$ cat src/rtl/irq_src_router.sv
module irq_src_router #(
  parameter int NUM_SRC   = 16,
  parameter int NUM_LINES = 12,
  parameter int SEL_W     = 4,
  parameter int DW        = 32,
  parameter int AW        = 4,
  parameter int EXT_LO    = 4,
  parameter int EXT_N     = 4,
  parameter int LINE_BASE = 4
) (
  input  logic                 clk,
  input  logic                 rst_n,
  input  logic                 wr_en,
  input  logic [AW-1:0]        addr,
  input  logic [DW-1:0]        wdata,
  output logic [DW-1:0]        rdata,
  input  logic [NUM_SRC-1:0]   evt_in,
  output logic [NUM_LINES-1:0] cpu_irq,
  output logic [NUM_SRC-1:0]   evt_raw
);
  localparam int FIELDS = NUM_LINES / 2;
  localparam logic [AW-1:0] OFS_HI  = AW'(0);
  localparam logic [AW-1:0] OFS_LO  = AW'(4);
  localparam logic [AW-1:0] OFS_POL = AW'(8);

  function automatic int field_lsb(input int k);
    return k * (SEL_W + 1) + ((k >= FIELDS / 2) ? 1 : 0);
  endfunction

  function automatic logic [DW-1:0] field_mask();
    logic [DW-1:0] m = '0;
    for (int k = 0; k < FIELDS; k++) m[field_lsb(k) +: SEL_W] = '1;
    return m;
  endfunction

  localparam logic [DW-1:0] FMASK = field_mask();

  logic [SEL_W-1:0]   sel_q [NUM_LINES];
  logic [EXT_N-1:0]   pol_q;
  logic [NUM_SRC-1:0] evt_cpu;
  logic [DW-1:0]      rd_lo, rd_hi;
  logic               unused_wdata;

  assign unused_wdata = ^(wdata & ~FMASK);

  always_ff @(posedge clk) begin
    if (!rst_n) begin
      for (int i = 0; i < NUM_LINES; i++) sel_q[i] <= SEL_W'(i + LINE_BASE);
      pol_q <= '0;
    end else if (wr_en) begin
      case (addr)
        OFS_HI:  for (int k = 0; k < FIELDS; k++) sel_q[FIELDS+k] <= wdata[field_lsb(k) +: SEL_W];
        OFS_LO:  for (int k = 0; k < FIELDS; k++) sel_q[k] <= wdata[field_lsb(k) +: SEL_W];
        OFS_POL: pol_q <= wdata[EXT_N-1:0];
        default: ;
      endcase
    end
  end

  always_comb begin
    rd_lo = '0;
    rd_hi = '0;
    for (int k = 0; k < FIELDS; k++) begin
      rd_lo[field_lsb(k) +: SEL_W] = sel_q[k];
      rd_hi[field_lsb(k) +: SEL_W] = sel_q[FIELDS+k];
    end
    case (addr)
      OFS_HI:  rdata = rd_hi;
      OFS_LO:  rdata = rd_lo;
      OFS_POL: rdata = DW'(pol_q);
      default: rdata = '0;
    endcase
  end

  assign evt_cpu = evt_in ^ (NUM_SRC'(pol_q) << EXT_LO);
  assign evt_raw = evt_in;

  for (genvar g = 0; g < NUM_LINES; g++) begin : g_line
    assign cpu_irq[g] = evt_cpu[sel_q[g]];
  end

  p_resv_zero_r2: assert property (@(posedge clk) disable iff (!rst_n)
    (addr == OFS_HI || addr == OFS_LO) |-> ((rdata & ~FMASK) == '0));

  p_hold_r8: assert property (@(posedge clk) disable iff (!rst_n)
    !wr_en |=> ($stable(addr) -> $stable(rdata)));

  p_pol_lands_r6: assert property (@(posedge clk) disable iff (!rst_n)
    (wr_en && addr == OFS_POL) |=>
      ((addr == OFS_POL) -> (rdata == DW'($past(wdata[EXT_N-1:0])))));

  p_raw_untouched_r7: assert property (@(posedge clk) disable iff (!rst_n)
    (wr_en && addr == OFS_POL) |=> ($stable(evt_in) -> $stable(evt_raw)));
endmodule

$ cat config.mk
export PLATFORM = sky130hd
export DESIGN_NAME = irq_src_router
export DESIGN_NICKNAME = d
export VERILOG_FILES = /design/src/rtl/irq_src_router.sv
export SDC_FILE = /design/constraint.sdc
export NUM_CORES = 1
export LEC_CHECK = 0
export BUFFER_PORTS_ARGS = -buffer_cell sky130_fd_sc_hd__clkbuf_2
export CAP_MARGIN = 10
export CORE_UTILIZATION = 55
export CTS_BUF_LIST = sky130_fd_sc_hd__clkbuf_8
export CTS_CLUSTER_SIZE = 24
export DETAILED_ROUTE_END_ITERATION = 10
export PLACE_DENSITY = 0.81
export SYNTH_ARGS = -nofsm -noshare
export SYNTH_HDL_FRONTEND = slang
export SYNTH_SLANG_ARGS = --single-unit
export TNS_END_PERCENT = 100
$ cat constraint.sdc
create_clock -name clk -period 2.55 [get_ports clk]
set_input_delay 0.1275 -clock clk [delete_from_list [all_inputs] [get_ports clk]]
set_output_delay 0.1275 -clock clk [all_outputs]
set_load 0.01 [all_outputs]
==> summary.md <==
| Metric | Value |
|---|---|
| Status | `complete, no violations` |
| Core area | `around 0.0072 mm²` |
| Synthesis warning total | `0` |
| Crit-path slowest cell | `mux4_1` |
| I/O Pins | `roughly 120` |
| PD cells | `approximately 450 mW/mm²` |
| Crit path buffers/inverters | `2` |
| Worst r2r path cells | `2` |
| DIE WIDTH | `around 88 µm` |
| TritonCTS clock tree | `built` |
| CP Capture Type | `primary output` |
| Fill count | `618` |
| Layout area overhead | `10.9%` |
| Vias | `3046` |
| Cts hold-fix bufs | `0` |
| Max_slew headroom | `a little under half` |
| Post-synthesis sequential area ratio | `37.3%` |
| Max Freq | `around 0.46 GHz` |
| Initial Util | `56.5%` |
| Seq cells post-synth | `52` |
| CTS Sinks | `52` |
| Die H | `88.1 µm` |
| Final core utilization | `a little over three fifths` |
| Worst EP required | `roughly 2.4 ns` |
| Worst min-delay path class | `in -> reg` |
| Setup violations, final | `0` |
| First-pass GRT wire length | `roughly 15 mm` |
| CP Launch Type | `register` |
| Longest Clk Path Bufs | `2` |
| Avg Inst Size Synth | `around 13 µm²` |
| Setup crit end | `cpu_irq[2]` |
| RSZ-0062 raised after global routing | `no` |
| Ys flop type | `edfxtp_1` |
| Post-Syn Instances | `~320` |
| CP Depth | `6` |
| Final Slew Violations | `0` |
| Worst Setup SP | `pol_q[1]` |
| Detailed Place HPWL | `between 6 and 7 mm` |
| Worst vdd ir | `~0.00033 V` |
| Share of cells above drive strength 1 | `roughly 44%` |
| Gpl congestion | `0.852` |
| Root buffer cell | `clkbuf_8` |
| WL per Instance | `~20 µm` |
| Worst Path Arrival | `2.03 ns` |
| Nets | `~440` |
| Crit Path Max Fanout | `12` |
| EDFF count, synth | `48` |
| Post-CTS Setup Bufs | `0` |
| Worst path cell trace | `xor2_1 -> buf_4 -> mux4_1 -> a211oi_1 -> a21oi_1 -> clkbuf_2` |
| MaxCap Viol Count | `0` |
| Final wirelength | `approximately 9.7 mm` |
| Std-Cell Rows | `31` |
| Max incr delay on CP | `0.54 ns` |
| Clock Skews | `0 ns` |
| Area post-placement | `0.00444 mm²` |
| Min-Delay Startpoint | `wdata[3]` |
| Final Cycle Share | `84.5%` |
| P_leak | `between 1.5 and 2 nW` |
| Inserted Diodes | `0` |
| Die ar. | `0.00776 mm²` |
| Worst R2R End | `pol_q[0]` |
| Number of global-route vias before repair | `a little over 3000` |
| Initial antenna violation count | `0` |
| PortBufs | `98` |
| Endpoints failing hold | `0` |
| Drt initial violations | `between 300 and 400` |
| Post_cts resized | `0` |
| Clock transition at path regs | `about 0.090 ns` |
| Gr ovfl total | `0` |
| Distinct cells, synth | `33` |
| Asr flop ratio synth | `0%` |
| Worst R2R Setup Slack | `between 1.5 and 2 ns` |
| Design Area, Final | `0.00452 mm²` |
| Clk_lat worst skew | `~0.30 ns` |
| Post-route minimum period | `approximately 2.2 ns` |
| Final ANT Viol Nets | `0` |
| Mapped cell area | `a little over 0.004 mm²` |
| Reg2reg start | `pol_q[0]` |
| Vias per Instance | `about 6.3` |
| Drt pass-1 iters | `5` |
| DRC violations left | `0` |
| Clock H-tree levels | `2` |
| Overall Global Routing Usage | `26.9%` |
| TritonCTS Buffers | `5` |
| Setup TNS | `0 ns` |
| Worst-margin pin slew | `just over 0.8 ns` |
| CP Class | `reg -> out` |
| CP top delay family | `multiplexers` |
| Largest net degree at the start of global routing | `27` |
[layout by cell type (no fill, tap or decap)]
master	n
nor3_1	2
nand2b_1	25
a22oi_1	4
a21boi_0	4
clkinvlp_4	1
mux2_2	4
a22o_1	20
conb_1	8
buf_4	11
mux2i_1	14
clkbuf_8	5
nor4b_4	1
nor2b_1	8
edfxtp_1	48
o32ai_1	2
dfxtp_1	4
mux4_2	42
nor4b_2	1
clkbuf_2	98
clkinv_2	1
mux4_1	4
nand3_1	4
or2_2	3
a211oi_1	8
inv_1	2
and3_2	1
a21oi_1	8
and2_1	19
nor4_4	1
xor2_1	4
nand2_1	19
and3_1	4
o21ai_0	4
[power by group]
| part | leakage [nW] | total (W) | internal (W) | switching [W] |
|---|---|---|---|---|
| registers | 0.504 | 0.00107 | 0.000986 | 0.0000792 |
| clock network | 0.0400 | 0.000455 | 0.000186 | 0.000269 |
| logic | 1.25 | 0.000499 | 0.000270 | 0.000229 |
| total | 1.79 | 0.00202 | 0.00144 | 0.000577 |
[cell usage after synthesis (all sizes together) (3+ instances only)]
cell	instances	area share, %
o21ai	4	0.49
edfxtp	48	35
nand2b	25	3.8
mux2	4	1.1
and2	19	2.9
buf	41	6.9
a211oi	8	1.5
a22oi	4	0.74
nor2b	8	1.2
dfxtp	4	2.0
xor2	4	0.86
or2	3	0.46
a22o	20	4.3
and3	5	0.80
clkbuf	20	1.9
a21boi	4	0.74
nand3	4	0.49
mux2i	14	3.4
nand2	19	1.8
mux4	46	26
a21oi	8	0.98
[tightest hold or removal path: stages]
cell      delay, ns
clkbuf_2       0.09
nand3_1        0.06
a21boi_0       0.06
[sequential cells by signal (all words and copies together) (netlist names)]
name	count
sel_q	48
pol_q	4
[cell families (layout without fill, tap and decap cells)]
group | after synthesis | count (layout) | synth area share, %
buffers and inverters | 63 | 118 | 9.00
AO/OA/AOI/OAI | 50 | 50 | 9.15
other | 1 | 8 | 0.0920
multiplexers | 64 | 64 | 30.3
XOR/XNOR | 4 | 4 | 0.860
flip-flops | 52 | 52 | 37.3
AND/OR/NAND/NOR | 88 | 88 | 13.2
[final cells by class]
| type | instances | area (µm²) | area share [%] |
|---|---|---|---|
| well taps | 99 | 124 | 2.74 |
| clock buffers | 5 | 68.8 | 1.52 |
| multi-input cells | 214 | 2210 | 48.9 |
| clock inverters | 2 | 12.5 | 0.277 |
| flip-flops and latches | 52 | 1520 | 33.7 |
| inverters | 2 | 7.51 | 0.166 |
| repair buffers | 109 | 573 | 12.7 |
[through the flow]
| step | power [W] | instances | hold slack [ns] | setup slack (ns) |
|---|---|---|---|---|
| finish | 0.00202 | 483 | 0.0805 | 0.395 |
| global route | 0.00212 | 483 | 0.0748 | 0.292 |
| CTS | 0.00203 | 483 | 0.0754 | 0.406 |
| detailed placement | 0.00158 | 476 | 0.403 | 0.733 |
| global placement | 0.00156 | 476 | 0.397 | 0.755 |
| floorplan | 0.00143 | 329 | 0.284 | 0.725 |
[per-layer routing]
| layer | GRT usage [%] | up-vias | routed length (µm) |
|---|---|---|---|
| li1 | - | 1333 | - |
| met1 | 34.6 | 1492 | 3680 |
| met2 | 45.1 | 199 | 4880 |
| met3 | 5.66 | 22 | 875 |
| met4 | 10.7 | 0 | 259 |
| met5 | 0 | - | 0 |
[worst min-delay path by stage]
stage	endpoint	slack [ns]	cells after the start
finish	pol_q[3]	0.08	3
global placement	sel_q[0][34]	0.40	2
floorplan	pol_q[0]	0.28	2
detailed placement	sel_q[0][4]	0.40	2
global route	sel_q[0][13]	0.07	2
CTS	pol_q[2]	0.08	3
Power figures use the tool's default switching activity.
